**config.mk**
```make
export PLATFORM = sky130hd
export DESIGN_NAME = rtype_alu
export DESIGN_NICKNAME = d
export VERILOG_FILES = /design/src/rtl/rtype_alu_pkg.sv /design/src/rtl/rtype_alu_addsub.sv /design/src/rtl/rtype_alu_shift.sv /design/src/rtl/rtype_alu.sv
export SDC_FILE = /design/constraint.sdc
export NUM_CORES = 1
export LEC_CHECK = 0
export BUFFER_PORTS_ARGS = -buffer_cell sky130_fd_sc_hd__buf_4
export CORE_UTILIZATION = 30
export DETAILED_ROUTE_END_ITERATION = 8
export GPL_TIMING_DRIVEN = 0
export PLACE_DENSITY_LB_ADDON = 0.25
export SLEW_MARGIN = 10
export SYNTH_ARGS = -nofsm -noshare
export SYNTH_HDL_FRONTEND = slang
export SYNTH_HIERARCHICAL = 1
export SYNTH_SLANG_ARGS = --single-unit
export TNS_END_PERCENT = 5
```
**constraint.sdc**
```tcl
create_clock -name vclk -period 35.6
set_clock_uncertainty 0.2 [all_clocks]
set_input_delay 1.78 -clock vclk [all_inputs]
set_output_delay 1.78 -clock vclk [all_outputs]
set_load 0.05 [all_outputs]
```
**src/rtl/rtype_alu_pkg.sv**
```systemverilog
package rtype_alu_pkg;

  localparam int FUNCT_W = 6;

  typedef enum logic [FUNCT_W-1:0] {
    FN_SLL = 6'h00,
    FN_SRL = 6'h02,
    FN_ADD = 6'h20,
    FN_SUB = 6'h22,
    FN_AND = 6'h24,
    FN_OR  = 6'h25
  } alu_fn_e;

endpackage

```
**src/rtl/rtype_alu_addsub.sv**
```systemverilog
// Ripple-carry adder/subtractor built from full-adder cells.
module rtype_alu_addsub #(
  parameter int DATA_W = 32
) (
  input  logic [DATA_W-1:0] op_a_i,
  input  logic [DATA_W-1:0] op_b_i,
  input  logic              sub_i,
  output logic [DATA_W-1:0] sum_o
);

  logic [DATA_W-1:0] b_eff;
  logic [DATA_W-1:0] carry;

  // Subtraction: invert the second operand and inject a carry of 1.
  assign b_eff    = op_b_i ^ {DATA_W{sub_i}};
  assign carry[0] = sub_i;

  for (genvar g = 0; g < DATA_W; g++) begin : g_cell
    assign sum_o[g] = op_a_i[g] ^ b_eff[g] ^ carry[g];
    if (g < DATA_W - 1) begin : g_carry
      assign carry[g+1] = (op_a_i[g] & b_eff[g]) |
                          (op_a_i[g] & carry[g]) |
                          (b_eff[g]  & carry[g]);
    end
  end

endmodule

```
**src/rtl/rtype_alu_shift.sv**
```systemverilog
// Logarithmic barrel shifter; SHIFT_LEFT picks the direction, zero fill.
module rtype_alu_shift #(
  parameter int DATA_W     = 32,
  parameter bit SHIFT_LEFT = 1'b1,
  localparam int SHAMT_W   = $clog2(DATA_W)
) (
  input  logic [DATA_W-1:0]  data_i,
  input  logic [SHAMT_W-1:0] dist_i,
  output logic [DATA_W-1:0]  data_o
);

  logic [DATA_W-1:0] stage [SHAMT_W+1];

  assign stage[0] = data_i;

  for (genvar k = 0; k < SHAMT_W; k++) begin : g_stage
    localparam int STEP = 1 << k;
    logic [DATA_W-1:0] moved;
    if (SHIFT_LEFT) begin : g_left
      assign moved = {stage[k][DATA_W-1-STEP:0], {STEP{1'b0}}};
    end else begin : g_right
      assign moved = {{STEP{1'b0}}, stage[k][DATA_W-1:STEP]};
    end
    assign stage[k+1] = dist_i[k] ? moved : stage[k];
  end

  assign data_o = stage[SHAMT_W];

endmodule

```
**src/rtl/rtype_alu.sv**
```systemverilog
// Combinational R-type ALU: add, sub, and, or, sll, srl.
module rtype_alu
  import rtype_alu_pkg::*;
#(
  parameter int DATA_W   = 32,
  localparam int SHAMT_W = $clog2(DATA_W)
) (
  input  logic [DATA_W-1:0]  a_i,
  input  logic [DATA_W-1:0]  b_i,
  input  logic [SHAMT_W-1:0] shamt_i,
  input  logic [FUNCT_W-1:0] funct_i,
  output logic [DATA_W-1:0]  result_o,
  output logic               zero_o
);

  logic              is_sub;
  logic [DATA_W-1:0] arith_res;
  logic [DATA_W-1:0] sll_res;
  logic [DATA_W-1:0] srl_res;
  logic [DATA_W-1:0] result_d;

  assign is_sub = (funct_i == FN_SUB);

  rtype_alu_addsub #(
    .DATA_W (DATA_W)
  ) u_addsub (
    .op_a_i (a_i),
    .op_b_i (b_i),
    .sub_i  (is_sub),
    .sum_o  (arith_res)
  );

  rtype_alu_shift #(
    .DATA_W     (DATA_W),
    .SHIFT_LEFT (1'b1)
  ) u_sll (
    .data_i (b_i),
    .dist_i (shamt_i),
    .data_o (sll_res)
  );

  rtype_alu_shift #(
    .DATA_W     (DATA_W),
    .SHIFT_LEFT (1'b0)
  ) u_srl (
    .data_i (b_i),
    .dist_i (shamt_i),
    .data_o (srl_res)
  );

  // Result select; unlisted function codes yield zero.
  always_comb begin
    result_d = '0;
    case (funct_i)
      FN_ADD,
      FN_SUB:  result_d = arith_res;
      FN_AND:  result_d = a_i & b_i;
      FN_OR:   result_d = a_i | b_i;
      FN_SLL:  result_d = sll_res;
      FN_SRL:  result_d = srl_res;
      default: result_d = '0;
    endcase
  end

  assign result_o = result_d;
  assign zero_o   = ~|result_d;

endmodule

```
==> results.py, run 1 <==
metrics = {
    "status": {
        "outcome": "finished, final reports clean",
    },
    "floorplan": {
        "die_w_um": 145,
        "dieArea_um2": 21000,
        "start_util_pct": 31.0,
        "core_um2": 19700,
        "die_y_um": 145,
        "placementRows": 51,
        "io-pin-count": 108,
    },
    "global_routing": {
        "antenna_found_initial": 0,
        "grt_max_degree": 15,
        "grt.total_usage_pct": 27.1,
        "grt_pass1_wl_um": 41300,
        "overflow": 0,
        "grt_pass1_vias": 6438,
    },
    "placement": {
        "hpwlAfterDp_um": 22400,
        "placed_area_um2": 7230,
        "port_buffers": 105,
        "place.gp.congestion": 1.01,
    },
    "final_layout": {
        "layout-area-overhead-vs-synth_pct": 18.3,
        "drive_gt1_share_pct": 28.6,
        "n_clock_buffer": 0,
        "nets": 928,
        "final_area_um2": 7230,
        "diodes": 0,
        "regArea_um2": 0,
        "seq_cell_count": 0,
    },
    "synth": {
        "synth_cell_type_count": 69,
        "ys_seq_area_share_pct": 0,
        "synth_area_um2": 6110,
        "syn_nets": 821,
        "postSynthCellCount": 716,
        "syn-mean-instance-area_um2": 8.54,
        "ys_warn_count": 6,
    },
    "job": {
        "maxCapViolCount": 0,
    },
    "worst_setup_path": {
        "cp-startpoint": "funct_i[0]",
        "crit_type": "in2out",
        "cpMostUsedCell": "fa_1",
        "cp-end-kind": "output port",
        "crit_fanout": 10,
        "required_ns": 33.62,
        "slowest_delay_ns": 0.53,
        "start_kind": "input pin",
        "critPathCapture": "zero_o",
        "slowest_stage": "or4_1",
        "arrival_ns": 18.46,
    },
    "clock_tree": {
        "cts_hold_buf": 0,
        "postCtsSetupBuffers": 0,
        "ctsResizeCount": 0,
    },
    "timing": {
        "maxSlewViolCount": 0,
        "period_share_pct": 57.4,
        "slew_headroom_pct": 44.0,
        "rsz0062_at_grt": "false",
        "timing.fmax_mhz": 48.9,
        "min_period_ns": 20.44,
        "tightest_slew_ns": 0.838,
        "setup_viol_count_final": 0,
        "hold_viol": 0,
        "finalSetupTns_ns": 0,
    },
    "power_and_ir_drop": {
        "ir_worst_vdd_v": 0.00000478,
        "p_leak_nw": 2.87,
        "p_per_area_nw_per_um2": 15.0,
    },
    "drt": {
        "drt_iter0_drc": 865,
        "drc": 0,
        "postRouteWirelength_um": 28400,
        "num_vias": 6753,
        "ant_nets": 0,
        "routedWlPerCell_um": 26.2,
        "via_per_inst": 6.22,
        "dr.pass1.iters": 6,
    },
    "min_path": {
        "worstHoldPathType": "in2out",
    },
}
-- logic make-up after synthesis --
group | count (synthesis) | share of synthesized area (%)
xor gates and xnor gates | 34 | 4.99
adders and majority gates | 62 | 15.2
muxes | 118 | 32.8
AOI/OAI and AO/OA | 115 | 14.0
and+or+nand+nor | 255 | 21.6
buffers and inverters | 132 | 11.5
-- stage by stage --
| stage | instances | hold WS (ns) | util, % | setup WS [ns] | power (mW) |
|---|---|---|---|---|---|
| floorplan | 716 | 3.83 | - | 15.74 | 0.0688 |
| global placement | 1086 | 3.91 | 36.7 | 15.22 | 0.107 |
| detailed placement | 1086 | 3.91 | 36.7 | 15.20 | 0.106 |
| CTS | 1086 | 3.91 | 36.7 | 15.13 | 0.107 |
| global route | 1086 | 3.95 | 36.7 | 14.44 | 0.116 |
| finish | 1086 | 3.91 | 36.7 | 15.16 | 0.109 |
-- worst min-delay path by stage --
| stage | startpoint | end | slack (ns) | cells past startpoint |
|---|---|---|---|---|
| after floorplan | funct_i[5] | result_o[18] | 3.83 | 2 |
| after global placement | funct_i[4] | result_o[22] | 3.91 | 5 |
| after detailed placement | funct_i[4] | result_o[22] | 3.91 | 5 |
| after CTS | funct_i[4] | result_o[22] | 3.91 | 5 |
| after global routing | funct_i[3] | result_o[22] | 3.95 | 5 |
| final | funct_i[3] | result_o[22] | 3.91 | 5 |
-- cell type report --
type / count / area [um2]
fill: 2073 / 12500
tap: 265 / 332
buffer: 70 / 468
inverter: 62 / 233
multi-input combinational: 584 / 5410
timing repair buffer: 105 / 788
-- power breakdown --
group | internal [mW] | switching [mW]
Combinational | 0.0447 | 0.0640
Sequential | 0 | 0
Clock | 0 | 0
Total | 0.0447 | 0.0640
-- layer usage --
| layer | GRT usage [%] | part of all wire [%] | up-vias |
|---|---|---|---|
| met2 | 42.8 | 45 | 439 |
| li1 | - | - | 2953 |
| met3 | 6.28 | 10 | 78 |
| met4 | 9.70 | 4.2 | 0 |
| met1 | 36.1 | 41 | 3283 |
| met5 | 0 | 0 | - |
-- critical path, delay by kind of cell --
| kind | cells | cell delay [ns] |
|---|---|---|
| and+or+nand+nor | 5 | 1.52 |
| buffers and inverters | 7 | 1.63 |
| adders and majority gates | 30 | 12.72 |
| AOI/OAI and AO/OA | 1 | 0.33 |
| xor gates and xnor gates | 3 | 0.46 |
-- layout by cell type (no fill, tap or decap), types with 4 or more instances in the layout --
master and count:
buf_1 6, o211ai_1 8, nor4_1 5, buf_6 9, a221o_1 5, a22o_1 5
a22oi_1 14, buf_4 113, buf_2 12, and2_1 7, fa_1 30, inv_1 60
maj3_1 26, nand3_1 88, mux2i_1 28, a222oi_1 10, a211oi_1 14, mux2_2 32
o22ai_1 10, mux4_2 43, nor2_1 38, a21oi_1 11, maj3_2 6, mux4_1 15
or2_2 4, nand4_1 25, nand2b_1 6, o21ai_0 14, nor2b_1 6, clkbuf_1 28
and3_1 5, xnor2_1 30, nand2_1 48, nor3_1 6
-- synthesized netlist by cell type, drive strengths merged, types with 8 or more instances --
library cell | instances | area (um2)
mux2 | 32 | 360
mux4 | 58 | 1360
nand3 | 88 | 440
nor2 | 38 | 143
o22ai | 10 | 62.6
xnor2 | 31 | 279
maj3 | 32 | 328
a222oi | 10 | 100
fa | 30 | 601
inv | 61 | 229
o21ai | 17 | 85.1
a22oi | 14 | 105
nand4 | 25 | 156
o211ai | 8 | 60.1
a21oi | 11 | 55.1
buf | 41 | 349
a211oi | 14 | 105
nand2 | 48 | 180
mux2i | 28 | 280
clkbuf | 29 | 119
Power figures use the tool's default switching activity.
==> run 2: changes to the inputs <==
- clock period: 35.6 -> 16.9 ns (I/O delays scaled with it)
==> run 2 against run 1 <==
  * Critical path depth unchanged
  * Die area unchanged
  * Sequential share of layout area unchanged
  * First-iteration DRC count decreased by 9.1%
  * Global-route usage decreased by 0.40 points
  * Core utilization increased by 0.70 points
  * Wire length decreased by 0.40%
  * Cell area increased by 1.9%
  * Via count increased by 1.6%
  * Largest power group unchanged
==> results.py, run 2 (same netlist as run 1, synthesis figures left out) <==
metrics = {
    "timing": {
        "tightest_slew_ns": 0.899,
        "hold_viol": 0,
        "rsz0062_at_grt": "false",
        "setup_ws_ns": 0.435,
        "min_period_ns": 16.46,
        "setup_viol_count_final": 0,
        "timing.hold.ws_ns": 2.04,
        "slew_headroom_pct": 39.9,
        "maxSlewViolCount": 0,
        "period_share_pct": 97.4,
        "timing.fmax_mhz": 60.7,
    },
    "floorplan": {
        "start_util_pct": 31.0,
        "die_w_um": 145,
        "dieArea_um2": 21000,
        "placementRows": 51,
        "core_um2": 19700,
        "die_y_um": 145,
        "io-pin-count": 108,
    },
    "global_routing": {
        "grt_pass1_vias": 6333,
        "grt_max_degree": 20,
        "antenna_found_initial": 0,
        "grt_pass1_wl_um": 41100,
        "overflow": 0,
        "grt.total_usage_pct": 26.7,
    },
    "final_layout": {
        "final_area_um2": 7370,
        "layout_common_cells": "114 x buf_4, 88 x nand3_1, 60 x inv_1, 47 x nand2_1, 43 x mux4_2",
        "layout-area-overhead-vs-synth_pct": 20.6,
        "seq_cell_count": 0,
        "diodes": 0,
        "nFillCells": 2034,
        "n_clock_buffer": 0,
        "multiInputGateArea_um2": 5520,
        "final_common_cell": "buf_4",
        "nets": 929,
        "fin_util_pct": 37.4,
        "regArea_um2": 0,
        "layout.cells.non_filler": 1087,
        "drive_gt1_share_pct": 32.8,
    },
    "placement": {
        "port_buffers": 105,
        "place.gp.congestion": 0.984,
        "placed_area_um2": 7300,
        "hpwlAfterDp_um": 22300,
        "pre_cts_ws_ns": -0.713,
        "place_inst": 1086,
    },
    "power_and_ir_drop": {
        "p_per_area_nw_per_um2": 32.0,
        "ir_worst_vdd_v": 0.0000125,
        "p_leak_nw": 2.88,
    },
    "worst_setup_path": {
        "slowest_delay_ns": 0.51,
        "required_ns": 15.85,
        "start_kind": "input pin",
        "arrival_ns": 15.42,
        "crit_fanout": 10,
        "crit_type": "in2out",
        "cpMostUsedCell": "fa_2",
        "slowest_stage": "or4_4",
        "cp-end-kind": "output port",
    },
    "drt": {
        "num_vias": 6858,
        "postRouteWirelength_um": 28300,
        "drt_iter0_drc": 786,
        "dr.pass1.iters": 9,
        "drc": 0,
        "via_per_inst": 6.31,
        "routedWlPerCell_um": 26.0,
        "ant_nets": 0,
    },
    "status": {
        "outcome": "finished, final reports clean",
    },
    "clock_tree": {
        "cts_hold_buf": 0,
    },
    "job": {
        "maxCapViolCount": 0,
    },
    "min_path": {
        "worstHoldPathType": "in2out",
    },
}
[run 2: routing by layer]
metal  vias to the layer above  GRT usage [%]  part of all wire (%)
met3                        48           2.53                   8.8
li1                       2947              -                     -
met2                       456           43.8                    46
met4                         0           8.09                   3.2
met1                      3407           37.0                    42
met5                         -              0                     0
[run 2: critical path: cells and delay by family]
kind                     cells  cell delay [ns]
AO/OA/AOI/OAI                1             0.37
XOR/XNOR                     3             0.44
adder cells (fa/ha/maj)     30            11.42
buffers and inverters        7             1.05
AND/OR/NAND/NOR              5             1.27
[run 2: final timing paths]
path | depth (start not counted) | startpoint | to
worst max-delay path | 46 | funct_i[4] | zero_o
worst min-delay path | 5 | funct_i[2] | result_o[26]
[run 2: final cells by class]
type                       instances  area share, %
tap                              265           4.50
timing repair buffer             107           10.9
multi-input combinational        584           74.9
buffer                            69           6.53
inverter                          62           3.16
[run 2: per-stage QoR]
step           setup TNS, ns  power (mW)
6_report                   0       0.236
4_1_cts                    0       0.231
3_3_place_gp          -0.663       0.228
2_1_floorplan              0       0.148
5_1_grt                    0       0.251
3_5_place_dp          -0.713       0.228
[run 2: repair_timing]
action | in CTS | in global routing
pin swaps | 4 | 2
gates resized for setup | 10 | 8
endpoints found under the setup margin | 2 | 1
buffers inserted | 2 | 0
[run 2: power by group]
part / total (mW) / switching (mW) / internal (mW)
clock network: 0 / 0 / 0
registers: 0 / 0 / 0
logic: 0.236 / 0.137 / 0.0986
total: 0.236 / 0.137 / 0.0986
